## config.mk

```make
export PLATFORM = sky130hd
export DESIGN_NAME = dacif_spi_regs
export DESIGN_NICKNAME = d
export VERILOG_FILES = /design/src/rtl/dacif_pkg.sv /design/src/rtl/dacif_sync_edge.sv /design/src/rtl/dacif_shifter.sv /design/src/rtl/dacif_regs.sv /design/src/rtl/dacif_spi_regs.sv
export SDC_FILE = /design/constraint.sdc
export NUM_CORES = 1
export LEC_CHECK = 0
export BUFFER_PORTS_ARGS = -buffer_cell sky130_fd_sc_hd__buf_2
export CORE_AREA = 2 2 112 114
export CTS_CLUSTER_DIAMETER = 40
export DETAILED_ROUTE_END_ITERATION = 10
export DIE_AREA = 0 0 114 116
export GPL_TIMING_DRIVEN = 0
export PLACE_DENSITY = 0.72
export SKIP_CTS_REPAIR_TIMING = 1
export SLEW_MARGIN = 20
export SYNTH_ARGS = -nofsm -noshare
export SYNTH_HDL_FRONTEND = slang
export SYNTH_SLANG_ARGS = --single-unit
```

## constraint.sdc

```tcl
create_clock -name clk -period 1.85 [get_ports clk]
set_input_delay 0 -clock clk [delete_from_list [all_inputs] [get_ports clk]]
set_output_delay 0 -clock clk [all_outputs]
set_load 0.02 [all_outputs]
```

## src/rtl/dacif_pkg.sv

```systemverilog
package dacif_pkg;
   localparam int FRAME_BITS = 24;
   localparam int DATA_BITS  = 20;

   localparam logic [2:0] ADR_NOP  = 3'd0;
   localparam logic [2:0] ADR_CODE = 3'd1;
   localparam logic [2:0] ADR_CTRL = 3'd2;
   localparam logic [2:0] ADR_CLR  = 3'd3;
   localparam logic [2:0] ADR_ACT  = 3'd4;

   localparam int CB_REFGAIN = 1;
   localparam int CB_CLAMP   = 2;
   localparam int CB_TRI     = 3;
   localparam int CB_TWOS    = 4;
   localparam int CB_SDOOFF  = 5;
   localparam int CB_LIN_LO  = 6;
   localparam int CB_LIN_HI  = 9;

   localparam int AB_LOAD  = 0;
   localparam int AB_CLEAR = 1;
   localparam int AB_RESET = 2;

   localparam logic [9:0] CTRL_RST = 10'h00C;

   typedef struct packed {
      logic                 rd;
      logic [2:0]           addr;
      logic [DATA_BITS-1:0] data;
   } frame_t;
endpackage

```

## src/rtl/dacif_sync_edge.sv

```systemverilog
module dacif_sync_edge #(
   parameter int   STAGES  = 2,
   parameter logic RST_VAL = 1'b0
) (
   input  logic clk,
   input  logic rst_n,
   input  logic async_in,
   output logic level,
   output logic rise,
   output logic fall
);
   generate
      if (STAGES < 2) begin : g_bad_stages
         $error("dacif_sync_edge: STAGES must be at least 2");
      end
   endgenerate

   logic [STAGES-1:0] chain;
   logic              prev;

   always_ff @(posedge clk or negedge rst_n) begin
      if (!rst_n) begin
         chain <= {STAGES{RST_VAL}};
         prev  <= RST_VAL;
      end else begin
         chain <= {chain[STAGES-2:0], async_in};
         prev  <= chain[STAGES-1];
      end
   end

   assign level = chain[STAGES-1];
   assign rise  = level & ~prev;
   assign fall  = ~level & prev;
endmodule

```

## src/rtl/dacif_shifter.sv

```systemverilog
module dacif_shifter #(
   parameter int FRAME_BITS = 24
) (
   input  logic                  clk,
   input  logic                  rst_n,
   input  logic                  sclk_rise,
   input  logic                  sclk_fall,
   input  logic                  cs_lvl,
   input  logic                  cs_fall,
   input  logic                  cs_rise,
   input  logic                  mosi_lvl,
   input  logic [FRAME_BITS-1:0] tx_word,
   output logic [FRAME_BITS-1:0] rx_word,
   output logic                  frame_ok,
   output logic                  miso_bit
);
   localparam int CW = $clog2(FRAME_BITS + 2);
   localparam logic [CW-1:0] FULL = FRAME_BITS[CW-1:0];

   logic [CW-1:0]         bit_cnt;
   logic [FRAME_BITS-1:0] tx_sr;

   always_ff @(posedge clk or negedge rst_n) begin
      if (!rst_n) begin
         bit_cnt <= '0;
         rx_word <= '0;
      end else if (cs_fall) begin
         bit_cnt <= '0;
      end else if (sclk_rise && !cs_lvl) begin
         rx_word <= {rx_word[FRAME_BITS-2:0], mosi_lvl};
         if (bit_cnt != '1) bit_cnt <= bit_cnt + 1'b1;
      end
   end

   always_ff @(posedge clk or negedge rst_n) begin
      if (!rst_n) tx_sr <= '0;
      else if (cs_rise) tx_sr <= tx_word;
      else if (sclk_fall && !cs_lvl) tx_sr <= {tx_sr[FRAME_BITS-2:0], 1'b0};
   end

   assign frame_ok = cs_rise && (bit_cnt == FULL);
   assign miso_bit = tx_sr[FRAME_BITS-1];
endmodule

```

## src/rtl/dacif_regs.sv

```systemverilog
module dacif_regs
   import dacif_pkg::*;
#(
   parameter int CODE_BITS = 20
) (
   input  logic                 clk,
   input  logic                 rst_n,
   input  logic                 frame_ok,
   input  frame_t               frm,
   output logic [CODE_BITS-1:0] code_q,
   output logic [CODE_BITS-1:0] clr_q,
   output logic [9:1]           ctrl_q,
   output logic [DATA_BITS-1:0] rd_data,
   output logic                 load_stb,
   output logic                 clear_stb,
   output logic                 soft_rst_stb
);
   localparam int SHIFT = DATA_BITS - CODE_BITS;

   logic [DATA_BITS-1:0] code_full;
   logic [DATA_BITS-1:0] clr_full;

   generate
      if (SHIFT == 0) begin : g_full
         assign code_full = code_q;
         assign clr_full  = clr_q;
      end else begin : g_ljust
         assign code_full = {code_q, {SHIFT{1'b0}}};
         assign clr_full  = {clr_q, {SHIFT{1'b0}}};
      end
   endgenerate

   always_comb begin
      case (frm.addr)
         ADR_CODE: rd_data = code_full;
         ADR_CTRL: rd_data = {{(DATA_BITS-10){1'b0}}, ctrl_q, 1'b0};
         ADR_CLR:  rd_data = clr_full;
         default:  rd_data = '0;
      endcase
   end

   logic wr_go;
   assign wr_go = frame_ok && !frm.rd;

   always_ff @(posedge clk or negedge rst_n) begin
      if (!rst_n) begin
         code_q       <= '0;
         clr_q        <= '0;
         ctrl_q       <= CTRL_RST[9:1];
         load_stb     <= 1'b0;
         clear_stb    <= 1'b0;
         soft_rst_stb <= 1'b0;
      end else begin
         load_stb     <= 1'b0;
         clear_stb    <= 1'b0;
         soft_rst_stb <= 1'b0;
         if (wr_go) begin
            case (frm.addr)
               ADR_CODE: code_q <= frm.data[DATA_BITS-1 -: CODE_BITS];
               ADR_CTRL: ctrl_q <= frm.data[9:1];
               ADR_CLR:  clr_q  <= frm.data[DATA_BITS-1 -: CODE_BITS];
               ADR_ACT: begin
                  if (frm.data[AB_RESET]) begin
                     code_q       <= '0;
                     clr_q        <= '0;
                     ctrl_q       <= CTRL_RST[9:1];
                     soft_rst_stb <= 1'b1;
                  end else begin
                     if (frm.data[AB_CLEAR]) begin
                        code_q    <= clr_q;
                        clear_stb <= 1'b1;
                     end
                     if (frm.data[AB_LOAD]) load_stb <= 1'b1;
                  end
               end
               default: ;
            endcase
         end
      end
   end
endmodule

```

## src/rtl/dacif_spi_regs.sv

```systemverilog
module dacif_spi_regs
   import dacif_pkg::*;
#(
   parameter int CODE_BITS   = 20,
   parameter int SYNC_STAGES = 2
) (
   input  logic                 clk,
   input  logic                 rst_n,
   input  logic                 sclk,
   input  logic                 cs_n,
   input  logic                 mosi,
   output logic                 miso,
   output logic                 miso_oe,
   output logic [CODE_BITS-1:0] dac_code,
   output logic                 ref_gain_sel,
   output logic                 clamp_gnd,
   output logic                 out_tristate,
   output logic                 twos_comp,
   output logic [3:0]           lin_comp,
   output logic                 load_stb,
   output logic                 clear_stb,
   output logic                 soft_rst_stb
);
   generate
      if (CODE_BITS != 20 && CODE_BITS != 18 && CODE_BITS != 16) begin : g_bad_width
         $error("dacif_spi_regs: CODE_BITS must be 16, 18 or 20");
      end
   endgenerate

   logic sclk_lvl, sclk_rise, sclk_fall;
   logic cs_lvl, cs_rise, cs_fall;
   logic mosi_lvl, mosi_rise_nc, mosi_fall_nc;

   dacif_sync_edge #(.STAGES(SYNC_STAGES), .RST_VAL(1'b0)) u_sync_sclk (
      .clk(clk), .rst_n(rst_n), .async_in(sclk),
      .level(sclk_lvl), .rise(sclk_rise), .fall(sclk_fall));
   dacif_sync_edge #(.STAGES(SYNC_STAGES), .RST_VAL(1'b1)) u_sync_cs (
      .clk(clk), .rst_n(rst_n), .async_in(cs_n),
      .level(cs_lvl), .rise(cs_rise), .fall(cs_fall));
   dacif_sync_edge #(.STAGES(SYNC_STAGES), .RST_VAL(1'b0)) u_sync_mosi (
      .clk(clk), .rst_n(rst_n), .async_in(mosi),
      .level(mosi_lvl), .rise(mosi_rise_nc), .fall(mosi_fall_nc));

   logic [FRAME_BITS-1:0] rx_word, tx_word;
   logic                  frame_ok;
   frame_t                frm;
   logic [DATA_BITS-1:0]  rd_data;
   logic [9:1]            ctrl_q;
   logic [CODE_BITS-1:0]  clr_code;
   logic                  sdo_off;

   assign frm     = frame_t'(rx_word);
   assign tx_word = (frame_ok && frm.rd) ? {1'b1, frm.addr, rd_data} : '0;

   dacif_shifter #(.FRAME_BITS(FRAME_BITS)) u_shift (
      .clk(clk), .rst_n(rst_n),
      .sclk_rise(sclk_rise), .sclk_fall(sclk_fall),
      .cs_lvl(cs_lvl), .cs_fall(cs_fall), .cs_rise(cs_rise),
      .mosi_lvl(mosi_lvl), .tx_word(tx_word),
      .rx_word(rx_word), .frame_ok(frame_ok), .miso_bit(miso));

   dacif_regs #(.CODE_BITS(CODE_BITS)) u_regs (
      .clk(clk), .rst_n(rst_n), .frame_ok(frame_ok), .frm(frm),
      .code_q(dac_code), .clr_q(clr_code), .ctrl_q(ctrl_q),
      .rd_data(rd_data), .load_stb(load_stb), .clear_stb(clear_stb),
      .soft_rst_stb(soft_rst_stb));

   assign ref_gain_sel = ctrl_q[CB_REFGAIN];
   assign clamp_gnd    = ctrl_q[CB_CLAMP];
   assign out_tristate = ctrl_q[CB_TRI];
   assign twos_comp    = ctrl_q[CB_TWOS];
   assign sdo_off      = ctrl_q[CB_SDOOFF];
   assign lin_comp     = ctrl_q[CB_LIN_HI:CB_LIN_LO];
   assign miso_oe      = ~cs_n & ~sdo_off;
endmodule

```

==> impl_metrics.env, run 1 <==
export IMPL_ys_ff_latch=113
export IMPL_ir_drop_uv=548
export IMPL_yosys_area_top_type="dfrtp_1"
export IMPL_clk_latency_ns=0.41
export IMPL_vias_per_cell=5.60
export IMPL_clk_path_buf_depth=2
export IMPL_post_route_period_util_pct=107
export IMPL_layout_setup_ws_ns=-0.130
export IMPL_power_mw=6.04
export IMPL_drt_wl_total_mm=13.1
export IMPL_place_ws_ns=-0.236
export IMPL_setup_violations=22
export IMPL_synth_warnings=0
export IMPL_cp_end_kind="flop"
export IMPL_die_w_microns=114
export IMPL_synthDistinctLibCells=47
export IMPL_num_vias=4007
export IMPL_hold_viol=0
export IMPL_synth_top_cell_area_share_pct=50.8
export IMPL_antenna_cells=0
export IMPL_grt_pass1_vias=3954
export IMPL_num_rows=40
export IMPL_syn_to_final_growth_pct=24.1
export IMPL_period_needed_ns=1.98
export IMPL_grt_pass1_wl_mm=20.1
export IMPL_cts_sinks=113
export IMPL_grt_setup_unrepaired="yes"
export IMPL_first_iter_violations=370
export IMPL_die_h_microns=116
export IMPL_fmax_mhz=505
export IMPL_arrival_ns=2.27
export IMPL_worst_path_max_fanout=7
export IMPL_overflow=0
export IMPL_cpPeakStageDelay_ns=0.61
export IMPL_cp_data_required_time_ns=2.14
export IMPL_crit_slowest_cell="dfstp_2"
export IMPL_drive_above_1_share_pct=36.1
export IMPL_leakagePower_nw=3.12
export IMPL_drcViolationCount=0
export IMPL_ys_flop_type="dfrtp_1"
export IMPL_syn_area_sq_um=5320
export IMPL_dp_hpwl_mm=8.25
export IMPL_worstMarginPinSlew_ns=0.564
export IMPL_power_density_nw_per_um2=914
export IMPL_finalWeightedCongestion=0.826
export IMPL_status="complete, but fails checks"
export IMPL_ant_nets=0
export IMPL_port_buffer_count=37
export IMPL_nets=563
export IMPL_synth_edf_count=0
export IMPL_slew_viol_final=0
export IMPL_root_buffer="clkbuf_16"
export IMPL_critPathKind="flop to flop"
export IMPL_htree_levels=4
export IMPL_antenna_found_initial=0
export IMPL_fin_cells=715
export IMPL_synth_avg_cell_area_sq_um=11.3
export IMPL_ys_seq_area_share_pct=53.2
export IMPL_core_sq_um=11900
export IMPL_initial_core_util_pct=44.7
export IMPL_netlist_instances=473
export IMPL_async_flop_share_pct=100
export IMPL_io_pins=38
export IMPL_path_cells="nor3b_4 > nand2_4 > a211oi_4 > buf_6 > buf_8 > mux2_4"
export IMPL_violations="setup timing"
export IMPL_synth_area_leaders="dfrtp_1 51%, mux2_2 9.1%, mux2_4 5.6%, nand2_1 4.7%, a22o_1 4.6%"
export IMPL_worst_hold_slack_ns=0.0620
export IMPL_cts_buffers=17
export IMPL_tns_ns=-2.38
export IMPL_relSlewSlack_pct=62.4
export IMPL_dieArea_sq_um=13200
export IMPL_placed_cells=658
export IMPL_cts_tree="yes"
export IMPL_startpoint_type="flop"
export IMPL_wire_per_inst_microns=18.3
export IMPL_drt_first_pass_iters=5
export IMPL_clkTransAtPathRegs_ns=0.05
export IMPL_skew_ns=0.00629
export IMPL_track_usage_pct=19.9
export IMPL_maxCapViolations=0
export IMPL_hold_path_class="primary input to asynchronous set/reset pin"
export IMPL_syn_nets=481
export IMPL_grt_max_degree=80
==> final timing paths <==
path,slack (ns),start,to,depth (start not counted)
max in group asynchronous,1.07,rst_n,u_regs.ctrl_q[3],3
setup / recovery,-0.13,u_sync_cs.chain[1],u_regs.code_q[18],6
hold / removal,0.06,rst_n,u_regs.clr_q[15],2
min in group clk,0.23,mosi,u_sync_mosi.chain[0],2
setup reg to reg,-0.13,u_sync_cs.chain[1],u_regs.code_q[18],6
hold reg to reg,0.34,u_sync_mosi.chain[0],u_sync_mosi.chain[1],0
==> stage by stage <==
stage | cell area [sq um] | util [%]
floorplan | 5330 | -
global placement | 5700 | 47.9
detailed placement | 5740 | 48.2
CTS | 6260 | 52.5
global route | 6610 | 55.5
finish | 6610 | 55.5
==> flip-flops by register name, summed over array words and instances, names as in the netlist <==
signal,flops
u_regs.clear_stb,1
u_shift.tx_sr,24
u_sync_sclk.prev,1
u_regs.code_q,20
u_sync_cs.prev,1
u_sync_cs.chain,2
u_regs.ctrl_q,9
u_regs.clr_q,20
u_shift.rx_word,24
u_regs.soft_rst_stb,1
u_sync_sclk.chain,2
u_sync_mosi.chain,2
u_shift.bit_cnt,5
u_regs.load_stb,1
==> final cells by class <==
type	count	area, sq um
Clock buffer	31	518
Clock inverter	1	5.00
Timing Repair Buffer	64	435
Tap cell	147	184
Sequential cell	113	2840
Multi-Input combinational cell	313	2330
Fill cell	997	5310
Inverter	12	45.0
Buffer	34	251
==> where the power goes <==
group | total (mW) | internal, mW | switching (mW) | leakage [nW]
Combinational | 0.433 | 0.201 | 0.233 | 1.38
Sequential | 2.72 | 2.61 | 0.109 | 1.49
Clock | 2.89 | 1.85 | 1.04 | 0.254
Total | 6.04 | 4.66 | 1.38 | 3.12
==> Yosys cell counts, types with 2 or more instances <==
master	number
nor2_1	34
mux2i_1	8
inv_1	12
xnor2_1	2
a21oi_1	27
xor2_1	2
nand2_2	2
nand2_1	66
nand2b_1	3
o211ai_1	2
and3_1	3
a22o_1	28
buf_2	14
mux2_4	20
o21ai_0	44
dfstp_2	5
buf_6	5
dfrtp_1	108
mux2_2	43
buf_4	6
clkbuf_1	10
ha_1	3
nand3b_1	2
==> cells by family after synthesis <==
group | count (synthesis) | synth area share, %
flip-flops | 113 | 53.2
AND/OR/NAND/NOR | 128 | 11.7
AO/OA/AOI/OAI | 106 | 12.5
buffers and inverters | 47 | 4.77
adder cells (fa/ha/maj) | 3 | 0.705
multiplexers | 72 | 16.5
XOR/XNOR | 4 | 0.658
==> placed cells by master, fill, tap and decap left out, types with 5 or more instances in the layout <==
cell type,netlist,layout
a21oi_1,27,27
a22o_1,28,28
buf_2,14,44
buf_4,6,27
buf_6,5,8
clkbuf_1,10,13
clkbuf_16,0,17
dfrtp_1,108,107
dfstp_2,5,5
inv_1,12,10
mux2_2,43,43
mux2_4,20,20
mux2i_1,8,7
nand2_1,66,65
nor2_1,34,33
o21ai_0,44,35
o21ai_1,0,8
==> worst max-delay path: cells and delay by family (launching register included) <==
kind                   cells  cell delay [ns]
AO/OA/AOI/OAI              1             0.22
AND/OR/NAND/NOR            2             0.40
multiplexers               1             0.31
flip-flops                 1             0.61
buffers and inverters      2             0.31
==> layer usage <==
metal,part of all wire [%],track usage [%]
met5,0,0
met2,51,32.5
met3,6.0,4.55
met4,2.9,10.1
met1,40,25.2
No activity file was read; power rests on OpenSTA's default activity.
==> run 2: changes to the inputs <==
- clock period: 1.85 -> 1.65 ns (I/O delays scaled with it)
==> run 2 against run 1 <==
Effect of this change: the flow still finishes with violations (setup timing); design area rose by 4.3%; fmax fell by 0.38%; sequential power up 12%; total power grew 14%; clock-buffer cell count decreased by 8; clock skew up 0.0043 ns; critical endpoint is now u_regs.code_q[17].
==> impl_metrics.env, run 2 (same netlist as run 1, synthesis figures left out) <==
export IMPL_status="complete, but fails checks"
export IMPL_violations="setup timing"
export IMPL_placed_area_sq_um=5760
export IMPL_drive_above_1_share_pct=42.3
export IMPL_wire_per_inst_microns=18.7
export IMPL_grt_max_degree=77
export IMPL_r2r_cells=8
export IMPL_fmax_mhz=503
export IMPL_clk_latency_ns=0.41
export IMPL_fin_util_pct=57.8
export IMPL_track_usage_pct=19.7
export IMPL_port_buffer_count=37
export IMPL_drcViolationCount=0
export IMPL_ir_drop_uv=770
export IMPL_num_rows=40
export IMPL_grt_setup_unrepaired="yes"
export IMPL_overflow=0
export IMPL_grt_pass1_vias=3916
export IMPL_maxCapViolations=0
export IMPL_root_buffer="clkbuf_16"
export IMPL_nets=571
export IMPL_tns_ns=-12.21
export IMPL_grt_busiest_layer="met2"
export IMPL_relSlewSlack_pct=71.0
export IMPL_setup_violations=72
export IMPL_place_ws_ns=-0.421
export IMPL_die_h_microns=116
export IMPL_cts_sinks=113
export IMPL_initial_core_util_pct=44.7
export IMPL_clkTransAtPathRegs_ns=0.05
export IMPL_slew_viol_final=0
export IMPL_hold_viol=0
export IMPL_leakagePower_nw=3.26
export IMPL_vias_per_cell=5.64
export IMPL_worst_path_max_fanout=5
export IMPL_io_pins=38
export IMPL_htree_levels=4
export IMPL_hold_path_class="primary input to asynchronous set/reset pin"
export IMPL_post_route_period_util_pct=120
export IMPL_design_area_sq_um=6890
export IMPL_final_common_cell="dfrtp_1"
export IMPL_first_iter_violations=303
export IMPL_ant_nets=0
export IMPL_grt_pass1_wl_mm=19.9
export IMPL_drt_first_pass_iters=5
export IMPL_cp_data_required_time_ns=1.94
export IMPL_layout_setup_ws_ns=-0.338
export IMPL_final_cell_mix="107 x dfrtp_1, 58 x nand2_1, 43 x mux2_2"
export IMPL_antenna_cells=0
export IMPL_num_vias=4066
export IMPL_worstMarginPinSlew_ns=0.435
export IMPL_clk_path_buf_depth=2
export IMPL_dieArea_sq_um=13200
export IMPL_cp_end_kind="flop"
export IMPL_fin_cells=721
export IMPL_finalWeightedCongestion=0.825
export IMPL_antenna_found_initial=0
export IMPL_die_w_microns=114
export IMPL_dp_hpwl_mm=8.11
export IMPL_power_density_nw_per_um2=998
export IMPL_skew_ns=0.0105
export IMPL_drt_wl_total_mm=13.5
export IMPL_cts_buffers=17
export IMPL_core_sq_um=11900
export IMPL_placed_cells=658
export IMPL_startpoint_type="flop"
export IMPL_met1_usage_pct=24.4
export IMPL_critPathKind="flop to flop"
export IMPL_cts_tree="yes"
export IMPL_arrival_ns=2.27
export IMPL_grtUsageMet3_pct=5.02
export IMPL_reg_largest_list="u_shift.rx_word: 24 flops, u_shift.tx_sr: 24 flops"
export IMPL_syn_to_final_growth_pct=29.4
export IMPL_grtUsageMet2_pct=32.6
export IMPL_period_needed_ns=1.99
run 2: area by class of cell:
cell class,count,area [sq um]
Buffer,34,283
Clock buffer,23,478
Clock inverter,7,60.1
Fill cell,943,5020
Inverter,12,45.0
Multi-Input combinational cell,313,2430
Sequential cell,113,2840
Tap cell,147,184
Timing Repair Buffer,72,571
run 2: final timing paths:
check / start / to / slack (ns)
worst min-delay path: rst_n / u_regs.clr_q[12] / 0.05
worst min register to register: u_sync_mosi.chain[0] / u_sync_mosi.chain[1] / 0.35
min in group clk: sclk / u_sync_sclk.chain[0] / 0.24
worst max register to register: u_shift.bit_cnt[0] / u_regs.code_q[17] / -0.34
worst max-delay path: u_shift.bit_cnt[0] / u_regs.code_q[17] / -0.34
max in group asynchronous: rst_n / u_regs.ctrl_q[2] / 0.87
run 2: critical path: stages, from the launching register on:
cell      delay (ns)
dfrtp_1         0.42
inv_1           0.08
ha_2            0.17
and4b_2         0.27
nand2_4         0.08
a211oi_4        0.22
buf_6           0.17
buf_8           0.14
mux2_4          0.31
run 2: report_power, final:
| group | switching (mW) | internal [mW] |
|---|---|---|
| registers | 0.123 | 2.92 |
| clock network | 1.18 | 2.15 |
| logic | 0.276 | 0.225 |
run 2: layer usage:
layer | routed length [microns] | share of wire (%) | vias up
li1 | - | - | 1828
met1 | 5650 | 42 | 2077
met2 | 6850 | 51 | 140
met3 | 722 | 5.3 | 21
met4 | 282 | 2.1 | 0
met5 | 0 | 0 | -
run 2: through the flow:
step                      hold WS [ns]  power [mW]
final                           0.0534        6.88
after global placement           0.108        3.47
after detailed placement       -0.0744        3.51
after global routing             0.103        7.11
after floorplan                 -0.296        3.33
after CTS                       -0.503        6.81
==> run 3: changes to the inputs <==
- BUFFER_PORTS_ARGS: -buffer_cell sky130_fd_sc_hd__buf_2 -> -buffer_cell sky130_fd_sc_hd__clkbuf_2
==> run 3 against run 2 <==
Effect of this change: the run still ends with setup timing left; sequential cell count is the same; clock skew fell by 0.00082 ns; sequential power hardly changed; via count fell by 0.89%; die area did not move; critical path depth unchanged; total power decreased by 0.72%; non-clock buffer count fell by 9; cell count decreased by 0.97%; clock power down 2%.
==> impl_metrics.env, run 3 (same netlist as run 1, synthesis figures left out) <==
export IMPL_grt_pass1_vias=3964
export IMPL_nets=562
export IMPL_io_pins=38
export IMPL_ir_drop_uv=658
export IMPL_leakagePower_nw=3.16
export IMPL_drcViolationCount=0
export IMPL_final_common_cell="dfrtp_1"
export IMPL_clk_path_buf_depth=2
export IMPL_cts_buffers=17
export IMPL_fmax_mhz=487
export IMPL_post_route_period_util_pct=124
export IMPL_pwr_share_clk_pct=47.9
export IMPL_ff2ff_setup_slack_ns=-0.40
export IMPL_p_int_mw=5.26
export IMPL_grt_busiest_layer="met2"
export IMPL_violations="setup timing"
export IMPL_antenna_found_initial=0
export IMPL_tns_ns=-11.01
export IMPL_arrival_ns=2.34
export IMPL_relSlewSlack_pct=72.3
export IMPL_worstMarginPinSlew_ns=0.416
export IMPL_die_h_microns=116
export IMPL_vias_per_cell=5.64
export IMPL_grt_setup_unrepaired="yes"
export IMPL_cts_sinks=113
export IMPL_clkTransAtPathRegs_ns=0.05
export IMPL_drt_first_pass_iters=5
export IMPL_grt_max_degree=77
export IMPL_grtUsageMet2_pct=33.1
export IMPL_switchingPower_mw=1.56
export IMPL_worst_path_max_fanout=5
export IMPL_die_w_microns=114
export IMPL_switching_share_pct=22.9
export IMPL_overflow=0
export IMPL_skew_ns=0.00973
export IMPL_root_buffer="clkbuf_16"
export IMPL_hold_viol=0
export IMPL_status="complete, but fails checks"
export IMPL_core_sq_um=11900
export IMPL_num_vias=4030
export IMPL_met1_usage_pct=24.4
export IMPL_hold_path_class="primary input to asynchronous set/reset pin"
export IMPL_final_cell_mix="106 x dfrtp_1, 43 x mux2_2, 42 x clkbuf_2"
export IMPL_first_iter_violations=323
export IMPL_fin_cells=714
export IMPL_cp_end_kind="flop"
export IMPL_maxCapViolations=0
export IMPL_pwr_share_seq_pct=44.6
export IMPL_num_fill_cells=903
export IMPL_clk_latency_ns=0.41
export IMPL_placed_cells=658
export IMPL_port_buffer_count=37
export IMPL_startpoint_type="flop"
export IMPL_cpPeakStageDelay_ns=0.41
export IMPL_drive_above_1_share_pct=46.2
export IMPL_path_cells="inv_1 > ha_2 > and4b_2 > nand2_4 > a211oi_4 > buf_4 > buf_6 > mux2_4"
export IMPL_slew_viol_final=0
export IMPL_period_needed_ns=2.05
export IMPL_ant_nets=0
export IMPL_critPathKind="flop to flop"
export IMPL_layout_setup_ws_ns=-0.403
export IMPL_cp_data_required_time_ns=1.94
export IMPL_num_rows=40
export IMPL_power_density_nw_per_um2=983
export IMPL_crit_slowest_cell="dfrtp_1"
export IMPL_worst_hold_slack_ns=0.0492
export IMPL_antenna_cells=0
export IMPL_htree_levels=4
export IMPL_grtUsageMet3_pct=4.76
export IMPL_setup_violations=65
export IMPL_drt_wl_total_mm=13.6
export IMPL_grt_pass1_wl_mm=19.9
export IMPL_p_comb_share_pct=7.4
export IMPL_dieArea_sq_um=13200
export IMPL_dp_hpwl_mm=8.10
export IMPL_reg_largest_list="u_shift.rx_word: 24 flops, u_shift.tx_sr: 24 flops"
export IMPL_power_mw=6.83
export IMPL_cts_tree="yes"
export IMPL_finalWeightedCongestion=0.840
export IMPL_syn_to_final_growth_pct=30.4
export IMPL_wire_per_inst_microns=19.1
export IMPL_track_usage_pct=19.8
export IMPL_initial_core_util_pct=44.7
run 3: critical path, delay by kind of cell, from the launching register on:
family / cells / cell delay (ns)
buffers and inverters: 3 / 0.40
flip-flops: 1 / 0.41
adder cells (fa/ha/maj): 1 / 0.19
multiplexers: 1 / 0.30
AO/OA/AOI/OAI: 1 / 0.24
AND/OR/NAND/NOR: 2 / 0.38
run 3: power by group through the flow:
stage               combinational (mW)  sequential, mW  clock (mW)
global placement                 0.396            3.07           0
floorplan                        0.285            3.05           0
detailed placement               0.428            3.08           0
CTS                              0.433            3.04        3.29
finish                           0.508            3.05        3.27
global route                     0.567            3.06        3.44
run 3: final cells by class:
type	instances	area (sq um)	share of cell area, %
tap	147	184	2.65
inverter	12	45.0	0.649
clock buffer	32	532	7.66
buffer	34	285	4.11
multi-input combinational	313	2560	36.9
timing repair buffer	63	495	7.14
sequential	113	2840	40.9
run 3: routing by layer:
metal / up-vias / wire length [microns]
li1: 1819 / -
met1: 2052 / 5650
met2: 126 / 6940
met3: 33 / 681
met4: 0 / 340
met5: - / 0
run 3: path summary, 6_finish.rpt:
path / from / end / cells after the start
max: u_shift.bit_cnt[0] / u_regs.code_q[13] / 8
max reg2reg: u_shift.bit_cnt[0] / u_regs.code_q[13] / 8
min reg2reg: u_sync_mosi.chain[0] / u_sync_mosi.chain[1] / 0
max in group asynchronous: rst_n / u_sync_cs.chain[0] / 3
min in group clk: mosi / u_sync_mosi.chain[0] / 2
min: rst_n / u_shift.rx_word[12] / 2
run 3: through the flow:
stage / setup slack [ns] / util [%] / instance area [sq um]
floorplan: -0.145 / - / 5350
global placement: -0.989 / 48.0 / 5720
detailed placement: -0.383 / 48.3 / 5760
CTS: -0.428 / 52.8 / 6290
global route: -0.480 / 58.3 / 6940
finish: -0.403 / 58.3 / 6940
